## config.mk

```make
export PLATFORM = sky130hd
export DESIGN_NAME = isc_top
export DESIGN_NICKNAME = d
export VERILOG_FILES = /design/src/rtl/isc_pkg.sv /design/src/rtl/isc_status_reg.sv /design/src/rtl/isc_ctrl.sv /design/src/rtl/isc_datapath.sv /design/src/rtl/isc_top.sv
export SDC_FILE = /design/constraint.sdc
export NUM_CORES = 1
export LEC_CHECK = 0
export BUFFER_PORTS_ARGS = -buffer_cell sky130_fd_sc_hd__buf_2
export CAP_MARGIN = 20
export CELL_PAD_IN_SITES_DETAIL_PLACEMENT = 0
export CELL_PAD_IN_SITES_GLOBAL_PLACEMENT = 1
export CORE_UTILIZATION = 42
export CTS_CLUSTER_DIAMETER = 80
export DETAILED_ROUTE_END_ITERATION = 7
export PLACE_DENSITY_LB_ADDON = 0.1
export SLEW_MARGIN = 20
export SYNTH_ARGS = -nofsm -noshare
export SYNTH_HDL_FRONTEND = slang
export SYNTH_SLANG_ARGS = --single-unit
export TNS_END_PERCENT = 10
```

## constraint.sdc

```tcl
create_clock -name clk -period 1.5 [get_ports clk]
set_input_delay 0 -clock clk [delete_from_list [all_inputs] [get_ports clk]]
set_output_delay 0 -clock clk [all_outputs]
set_load 0.02 [all_outputs]
```

## src/rtl/isc_pkg.sv

```systemverilog
package isc_pkg;
  localparam logic [2:0] ADDR_PRI_A  = 3'd0;
  localparam logic [2:0] ADDR_PRI_B  = 3'd1;
  localparam logic [2:0] ADDR_EXT_A  = 3'd2;
  localparam logic [2:0] ADDR_EXT_B  = 3'd3;
  localparam logic [2:0] ADDR_MASK_A = 3'd4;
  localparam logic [2:0] ADDR_MASK_B = 3'd5;

  typedef struct packed {
    logic rdAny;
    logic rdPriA;
    logic rdPriB;
    logic rdExtA;
    logic rdExtB;
    logic rdMaskA;
    logic rdMaskB;
    logic wrMaskA;
    logic wrMaskB;
  } regStrobe_t;
endpackage

```

## src/rtl/isc_status_reg.sv

```systemverilog
module isc_status_reg #(
  parameter int WIDTH = 5
) (
  input  logic             clk,
  input  logic             rstN,
  input  logic [WIDTH-1:0] evt,
  input  logic             clrEn,
  output logic [WIDTH-1:0] stat
);
  // A read clears every bit it returned; events arriving on that clock survive.
  always_ff @(posedge clk or negedge rstN) begin
    if (!rstN) stat <= '0;
    else       stat <= (clrEn ? '0 : stat) | evt;
  end
endmodule

```

## src/rtl/isc_ctrl.sv

```systemverilog
module isc_ctrl
  import isc_pkg::*;
#(
  parameter int ADDR_W = 3
) (
  input  logic [ADDR_W-1:0] addr,
  input  logic              rdEn,
  input  logic              wrEn,
  output regStrobe_t        strobe
);
  always_comb begin
    strobe         = '0;
    strobe.rdAny   = rdEn;
    strobe.rdPriA  = rdEn && (addr == ADDR_W'(ADDR_PRI_A));
    strobe.rdPriB  = rdEn && (addr == ADDR_W'(ADDR_PRI_B));
    strobe.rdExtA  = rdEn && (addr == ADDR_W'(ADDR_EXT_A));
    strobe.rdExtB  = rdEn && (addr == ADDR_W'(ADDR_EXT_B));
    strobe.rdMaskA = rdEn && (addr == ADDR_W'(ADDR_MASK_A));
    strobe.rdMaskB = rdEn && (addr == ADDR_W'(ADDR_MASK_B));
    strobe.wrMaskA = wrEn && (addr == ADDR_W'(ADDR_MASK_A));
    strobe.wrMaskB = wrEn && (addr == ADDR_W'(ADDR_MASK_B));
  end
endmodule

```

## src/rtl/isc_datapath.sv

```systemverilog
module isc_datapath
  import isc_pkg::*;
#(
  parameter int DATA_W = 8,
  parameter int N_PRI  = 5,
  parameter int N_EXT  = 6
) (
  input  logic              clk,
  input  logic              rstN,
  input  regStrobe_t        strobe,
  input  logic [DATA_W-1:0] wrData,
  input  logic [N_PRI-1:0]  evPriA,
  input  logic [N_PRI-1:0]  evPriB,
  input  logic [N_EXT-1:0]  evExtA,
  input  logic [N_EXT-1:0]  evExtB,
  output logic [N_PRI-1:0]  priAStat,
  output logic [N_PRI-1:0]  priBStat,
  output logic [N_EXT-1:0]  extAStat,
  output logic [N_EXT-1:0]  extBStat,
  output logic [DATA_W-1:0] rdData,
  output logic              irqN
);
  localparam int PTR_W = DATA_W - N_PRI;
  localparam int PAD_W = DATA_W - N_EXT;
  localparam int N_REG = 4;

  logic [DATA_W-1:0] maskA, maskB;
  logic [N_PRI-1:0]  priEvt [2];
  logic [N_PRI-1:0]  priStat [2];
  logic [N_EXT-1:0]  extEvt [2];
  logic [N_EXT-1:0]  extStat [2];
  logic [N_REG-1:0]  clrVec;

  assign priEvt[0] = evPriA;
  assign priEvt[1] = evPriB;
  assign extEvt[0] = evExtA;
  assign extEvt[1] = evExtB;
  assign clrVec    = {strobe.rdExtB, strobe.rdExtA, strobe.rdPriB, strobe.rdPriA};

  for (genvar ch = 0; ch < 2; ch++) begin : g_chan
    isc_status_reg #(.WIDTH(N_PRI)) u_pri (
      .clk(clk), .rstN(rstN), .evt(priEvt[ch]), .clrEn(clrVec[ch]), .stat(priStat[ch]));
    isc_status_reg #(.WIDTH(N_EXT)) u_ext (
      .clk(clk), .rstN(rstN), .evt(extEvt[ch]), .clrEn(clrVec[ch+2]), .stat(extStat[ch]));
  end

  assign priAStat = priStat[0];
  assign priBStat = priStat[1];
  assign extAStat = extStat[0];
  assign extBStat = extStat[1];

  // Summary pointers are live views of the registers they point at.
  logic [PTR_W-1:0]  ptrBits;
  logic [DATA_W-1:0] priBView;
  assign ptrBits  = {|(priStat[0] & ~maskA[DATA_W-1 -: N_PRI]), |extStat[0], |extStat[1]};
  assign priBView = {priStat[1], ptrBits};

  always_ff @(posedge clk or negedge rstN) begin
    if (!rstN) begin
      maskA <= '0;
      maskB <= '0;
    end else begin
      if (strobe.wrMaskA) maskA <= wrData;
      if (strobe.wrMaskB) maskB <= wrData;
    end
  end

  logic [DATA_W-1:0] rdMux;
  always_comb begin
    rdMux = '0;
    unique case (1'b1)
      strobe.rdPriA:  rdMux = {priStat[0], {PTR_W{1'b0}}};
      strobe.rdPriB:  rdMux = priBView;
      strobe.rdExtA:  rdMux = {{PAD_W{1'b0}}, extStat[0]};
      strobe.rdExtB:  rdMux = {{PAD_W{1'b0}}, extStat[1]};
      strobe.rdMaskA: rdMux = maskA;
      strobe.rdMaskB: rdMux = maskB;
      default:        rdMux = '0;
    endcase
  end

  always_ff @(posedge clk or negedge rstN) begin
    if (!rstN)             rdData <= '0;
    else if (strobe.rdAny) rdData <= rdMux;
  end

  assign irqN = ~|(priBView & ~maskB);
endmodule

```

## src/rtl/isc_top.sv

```systemverilog
module isc_top
  import isc_pkg::*;
#(
  parameter int ADDR_W = 3,
  parameter int DATA_W = 8,
  parameter int N_PRI  = 5,
  parameter int N_EXT  = 6
) (
  input  logic              clk,
  input  logic              rstN,
  input  logic [ADDR_W-1:0] addr,
  input  logic              rdEn,
  input  logic              wrEn,
  input  logic [DATA_W-1:0] wrData,
  output logic [DATA_W-1:0] rdData,
  input  logic [N_PRI-1:0]  evPriA,
  input  logic [N_PRI-1:0]  evPriB,
  input  logic [N_EXT-1:0]  evExtA,
  input  logic [N_EXT-1:0]  evExtB,
  output logic              irqN
);
  regStrobe_t       strobe;
  logic [N_PRI-1:0] priAStat, priBStat;
  logic [N_EXT-1:0] extAStat, extBStat;

  isc_ctrl #(.ADDR_W(ADDR_W)) u_ctrl (
    .addr(addr), .rdEn(rdEn), .wrEn(wrEn), .strobe(strobe));

  isc_datapath #(.DATA_W(DATA_W), .N_PRI(N_PRI), .N_EXT(N_EXT)) u_dp (
    .clk(clk), .rstN(rstN), .strobe(strobe), .wrData(wrData),
    .evPriA(evPriA), .evPriB(evPriB), .evExtA(evExtA), .evExtB(evExtB),
    .priAStat(priAStat), .priBStat(priBStat), .extAStat(extAStat), .extBStat(extBStat),
    .rdData(rdData), .irqN(irqN));
endmodule

```

==> qor.yml, run 1 <==
antenna_found_initial: 0
drive_above_1_share: 0.341
syn_inst: 169
gp_congestion: 0.834
wl_per_cell_microns: 15.6
status: "finished, violations left"
grt_pass1_vias: 1766
synth_top_area_frac: 0.550
worst_pin_slew_ns: 0.501
synth_top_cell_by_area: "dfrtp_1"
fmax_mhz: 582
worst-setup-path-type: "flop to primary output"
nNetsFinal: 300
critical_path.cell_chain: "nor4_2 -> nand2_1 -> a2111oi_4 -> o21a_1 -> buf_6"
synth_area_sq_mm: 0.00209
cp_max_fo: 2
clockBufferDepth: 2
grt_overflow: 0
layout_common_cells: "dfrtp_1 (46), buf_2 (44), dlygate4sd3_1 (31), a21o_1 (18)"
relSlewSlack: 0.666
drt_wl_total_mm: 5.15
pre_cts_ws_ns: -0.0195
drtPass1Iterations: 4
path_buf_inv: 1
yosysUniqueCellTypes: 36
rows: 25
dp_hpwl_mm: 3.89
avgSynthCellArea_sq_um: 12.4
die_area_sq_mm: 0.00527
fillers: 413
slowest_delay_ns: 0.39
synth_edf_count: 0
ys_seq_area_frac: 0.550
syn-num-nets: 206
fin_skew_ns: 0.00485
rsz0062_at_grt: "true"
crit_family: "compound AO/OA/AOI/OAI gates"
io_buffers: 45
grt_pass1_wl_mm: 8.22
min_path_type: "input port to flop"
drt-initial-drc-count: 62
violations: "negative setup slack"
final_common_cell: "dfrtp_1"
required_ns: 1.50
ys_ff_latch: 46
startpoint_type: "flop"
via_count: 1712
clk_latency_ns: 0.29
core_sq_mm: 0.00475
maxSlewViolCount: 0
fp.dieH_microns: 72.6
crit_slowest_cell: "dfrtp_1"
io_pins: 46
clkTransAtPathRegs_ns: 0.08
cts_tree: "done"
clock-sinks: 46
ir_drop_mv: 0.675
cp-end-kind: "primary output"
synthFlopType: "dfrtp_1"
vias_per_cell: 5.17
min_period_ns: 1.72
hold_viol: 0
cap_violations: 0
synth.area.top_cells: "dfrtp_1 (55%), mux2_2 (8.1%), mux2i_1 (6.7%)"
start_util: 0.440
synthArstFlopShare: 1.00
htree_num_levels: 2
whs_ns: 0.0833
min_period_over_period: 1.15
area_delta_synth_final_pct: 40.1
ant_nets: 0
setup_ws_ns: -0.218
setup_viol: 1
remaining_drc_errors: 0
cts_made_buffers: 5
power_density_mw_per_mm2: 957
n_antenna_cell: 0
grt_max_degree: 19
synth_warnings: 0
total_leakage_power_nw: 1.36
cp.arrival_ns: 1.72
chipWidth_microns: 72.6
root_buffer: "clkbuf_8"
globalRouteTotalUtil: 0.211
power_mw: 2.81
==> routing by layer <==
layer,track usage,up-vias,share of wire
met5,0,-,0
met4,0.0654,0,0.013
met3,0.0497,8,0.048
met2,0.333,46,0.47
met1,0.290,852,0.47
li1,-,806,-
==> logic make-up after synthesis <==
kind of cell           Yosys count  share of synthesized area
flip-flops                      46                      0.550
buffers and inverters           18                     0.0400
AND/OR/NAND/NOR                 26                     0.0831
AO/OA/AOI/OAI                   50                      0.179
multiplexers                    29                      0.148
==> final cells by class <==
class | count | area, sq um | area share
clock inverters | 1 | 5.00 | 0.00171
well taps | 67 | 83.8 | 0.0286
clock buffers | 7 | 86.3 | 0.0294
repair buffers | 92 | 674 | 0.230
multi-input cells | 105 | 883 | 0.301
inverters | 13 | 48.8 | 0.0166
flip-flops and latches | 46 | 1150 | 0.392
==> cell usage after synthesis, types with 3 or more instances <==
library cell  count
o22ai_1           8
nand2_1           5
inv_1            13
a221oi_1          3
nor2_1            8
mux2i_1          14
a221o_1           4
a21oi_1           3
o21bai_1          4
mux2_2           15
dfrtp_1          46
a21o_1           18
==> state kept, by name, summed over array words and instances (netlist names) <==
register / count
u_dp.g_chan.u_pri.stat: 10
u_dp.g_chan.u_ext.stat: 12
u_dp.maskB: 8
u_dp.maskA: 8
u_dp.rdData: 8
==> final timing paths <==
kind | start | endpoint | slack (ns) | cells after the start
max in group asynchronous | rstN | u_dp.g_chan[1].u_pri.stat[3] | 0.77 | 3
min reg2reg | u_dp.g_chan[0].u_pri.stat[1] | u_dp.g_chan[0].u_pri.stat[1] | 0.51 | 1
max reg2reg | u_dp.g_chan[0].u_ext.stat[5] | u_dp.rdData[1] | 0.09 | 4
max | u_dp.g_chan[0].u_ext.stat[5] | irqN | -0.22 | 5
min in group asynchronous | rstN | u_dp.rdData[5] | 0.16 | 2
min | rdEn | u_dp.rdData[5] | 0.08 | 2
==> report_power, final <==
part	internal, mW	switching, mW
clock network	0.372	0.388
logic	0.304	0.256
registers	1.38	0.105
total	2.06	0.748
==> repair_timing <==
action | 4_1_cts | 5_1_grt
pin swaps | 3 | 1
gates resized for setup | 4 | 2
buffers inserted | 0 | 0
hold buffers | 31 | 0
hold endpoints to repair | 54 | 0
setup endpoints to repair | 1 | 2
==> metrics by stage <==
| step | utilization | cells | TNS [ns] | instance area (sq um) |
|---|---|---|---|---|
| after global placement | 0.526 | 292 | -0.0675 | 2500 |
| after floorplan | - | 169 | 0 | 2090 |
| final | 0.617 | 331 | -0.218 | 2930 |
| after CTS | 0.613 | 331 | -0.241 | 2910 |
| after global routing | 0.617 | 331 | -0.348 | 2930 |
| after detailed placement | 0.526 | 292 | -0.0195 | 2500 |
No activity file was read; power rests on OpenSTA's default activity.
==> run 2: changes to the inputs <==
--- a/config.mk
+++ b/config.mk
@@ -5,11 +5,12 @@
 export SDC_FILE = /design/constraint.sdc
 export NUM_CORES = 1
 export LEC_CHECK = 0
+export ABC_AREA = 1
 export BUFFER_PORTS_ARGS = -buffer_cell sky130_fd_sc_hd__buf_2
 export CAP_MARGIN = 20
 export CELL_PAD_IN_SITES_DETAIL_PLACEMENT = 0
 export CELL_PAD_IN_SITES_GLOBAL_PLACEMENT = 1
-export CORE_UTILIZATION = 42
+export CORE_UTILIZATION = 40
 export CTS_CLUSTER_DIAMETER = 80
 export DETAILED_ROUTE_END_ITERATION = 7
 export PLACE_DENSITY_LB_ADDON = 0.1
==> run 2 against run 1 <==
Synthesized area up 7.5%. Wire length increased by 5.7%. The flow now finishes without violations. Cell count up 27%. Combinational power fell by 6.1%. Worst setup slack improved by 0.36 ns.
==> qor.yml, run 2 <==
status: "finished, final reports clean"
min_period_ns: 1.36  # -0.356 ns
syn-num-nets: 307  # +49%
required_ns: 1.50  # about the same
cp-end-kind: "primary output"
yosys.area_share.adder: 0  # unchanged
cp.arrival_ns: 1.36  # -0.36 ns
synth_xor_area_frac: 0  # unchanged
ys_ff_latch: 46  # unchanged
root_buffer: "clkbuf_8"
min_path_type: "input port to flop"
via_count: 1968  # +15%
ff_latch_area_sq_mm: 0.00115  # unchanged
drtPass1Iterations: 4  # unchanged
synth.area.top_cells: "dfrtp_1 (51%), nand2_1 (10%), inv_1 (6.8%)"
drive_above_1_share: 0.216  # -0.125
worst_pin_slew_ns: 0.558  # +0.0571 ns
fp.dieH_microns: 77.0  # +6.1%
htree_num_levels: 2  # unchanged
antenna_found_initial: 0  # unchanged
maxSlewViolCount: 0  # unchanged
ir_drop_mv: 0.477  # -29%
cts_tree: "done"
ant_nets: 0  # unchanged
synth_top_cell_by_area: "dfrtp_1"
rows: 26  # +4.0%
start_util: 0.427  # -0.0132
dp_cells: 383  # +31%
synth-simple-area-share: 0.263  # +0.180
setup_viol: 0  # -1
grt_max_degree: 25  # +6
clock-sinks: 46  # unchanged
ys_seq_area_frac: 0.511  # -0.0385
drt_wl_total_mm: 5.45  # +5.7%
clk_latency_ns: 0.29  # about the same
drt-initial-drc-count: 122  # +97%
cp_max_fo: 3  # +1
fillers: 516  # +25%
synth_top_area_frac: 0.511  # -0.0385
relSlewSlack: 0.628  # -0.0377
synthArstFlopShare: 1.00  # unchanged
min_period_over_period: 0.908  # -0.238
pre_cts_ws_ns: 0.382  # +0.401 ns
io_pins: 46  # unchanged
synth-compound-area-share: 0.136  # -0.0437
chipWidth_microns: 77.0  # +6.1%
muxShareOfSynthArea: 0  # -0.148
core_sq_mm: 0.00527  # +11%
final_common_cell: "nand2_1"
setup_ws_ns: 0.139  # +0.356 ns
area_delta_synth_final_pct: 32.1
largestRegisters: "u_dp.g_chan.u_ext.stat (12), u_dp.g_chan.u_pri.stat (10)"
hold_viol: 0  # unchanged
rsz0062_at_grt: "false"
synth_warnings: 0  # unchanged
yosysMostFrequentCell: "nand2_1"
synthFlopType: "dfrtp_1"
remaining_drc_errors: 0  # unchanged
cap_violations: 0  # unchanged
total_leakage_power_nw: 1.57  # +15%
fin_skew_ns: 0.00347  # -0.00138 ns
vias_per_cell: 4.66  # -9.8%
layout_common_cells: "nand2_1 (62), dfrtp_1 (46), buf_2 (44), inv_1 (41)"
n_antenna_cell: 0  # unchanged
fmax_mhz: 735  # +26%
worst-setup-path-type: "flop to primary output"
min_from: "wrEn"
clkTransAtPathRegs_ns: 0.09  # about the same
dp_hpwl_mm: 4.01  # +3.1%
r2r_slack_ns: 0.49  # +0.40 ns
hold_depth: 3  # +1
grt_overflow: 0  # unchanged
syn_inst: 270  # +60%
startpoint_type: "flop"
multiInputGateArea_sq_um: 901  # +2.0%
fin_cells: 422  # +27%
synth_top_family_by_area: "simple AND/OR/NAND/NOR gates"
avgSynthCellArea_sq_um: 8.34  # -33%
cts_made_buffers: 5  # unchanged
fin_tns_setup_ns: 0  # +0.218 ns
min_to: "u_dp.maskB[4]"
io_buffers: 45  # unchanged
clockBufferDepth: 2  # unchanged
largest_reg_flops: 12  # unchanged
yosysUniqueCellTypes: 19  # -47%
top_register: "u_dp.g_chan.u_ext.stat"
regToRegEndpoint: "u_dp.rdData[1]"
grt_pass1_wl_mm: 9.13  # +11%
die_area_sq_mm: 0.00593  # +13%
globalRouteTotalUtil: 0.199  # -0.0118
nNetsFinal: 388  # +29%
synth_area_sq_mm: 0.00225  # +7.5%
synth_edf_count: 0  # unchanged
grt_pass1_vias: 1886  # +6.8%
gp_congestion: 0.773  # -7.3%
synth_commonest_cells: "nand2_1 (62), dfrtp_1 (46), inv_1 (41)"
r2r-start: "u_dp.g_chan[0].u_ext.stat[0]"
wl_per_cell_microns: 12.9  # -17%
ff2ff_path_depth: 6  # +2
power_density_mw_per_mm2: 940  # -1.8%
## run 2: area by class of cell
type	instances	area share
repair buffers	79	0.193
clock buffers	6	0.0278
multi-input cells	175	0.303
well taps	70	0.0295
flip-flops and latches	46	0.387
inverters	44	0.0556
clock inverters	2	0.00421
## run 2: cell families (layout without fill, tap and decap cells)
logic type | after synthesis | count (layout)
buf+inv | 49 | 131
simple gates | 131 | 131
flops | 46 | 46
compound gates | 44 | 44
## run 2: layer usage
metal	wire length (microns)	vias up	global-route usage
li1	-	1010	-
met1	2770	910	0.296
met2	2390	42	0.291
met3	223	6	0.0417
met4	59	0	0.0566
met5	0	-	0
## run 2: where the power goes
group / internal, mW / switching (mW) / total (mW)
clock network: 0.371 / 0.426 / 0.797
logic: 0.234 / 0.292 / 0.526
registers: 1.37 / 0.102 / 1.47
total: 1.98 / 0.819 / 2.80
## run 2: what timing repair did
| action | in CTS | in global routing |
|---|---|---|
| setup endpoints to repair | 0 | 1 |
| buffers inserted | 0 | 0 |
| resized for setup | 0 | 3 |
| hold buffers | 31 | 0 |
| hold endpoints to repair | 59 | 0 |
## run 2: metrics by stage
stage	instance area, sq um	utilization	hold WS, ns	power [mW]
global route	2970	0.564	0.165	2.97
global placement	2560	0.486	0.0201	1.96
finish	2970	0.564	0.147	2.80
detailed placement	2560	0.486	0.0225	1.96
floorplan	2250	-	-0.296	1.76
CTS	2970	0.563	0.145	2.82
## run 2: worst max-delay path by stage
stage	from	to
final	u_dp.g_chan[0].u_ext.stat[0]	irqN
after global routing	u_dp.g_chan[0].u_ext.stat[1]	irqN
after CTS	u_dp.maskA[6]	irqN
after detailed placement	addr[2]	u_dp.rdData[5]
after global placement	addr[2]	u_dp.rdData[5]
after floorplan	u_dp.g_chan[0].u_ext.stat[1]	irqN
## run 2: worst max-delay path: stages, from the launching register on
cell and delay [ns]:
dfrtp_1 0.41, nor2_1 0.13, nand3_1 0.13, nand2_1 0.08, nand3_1 0.07, nor2_1 0.10
buf_4 0.15
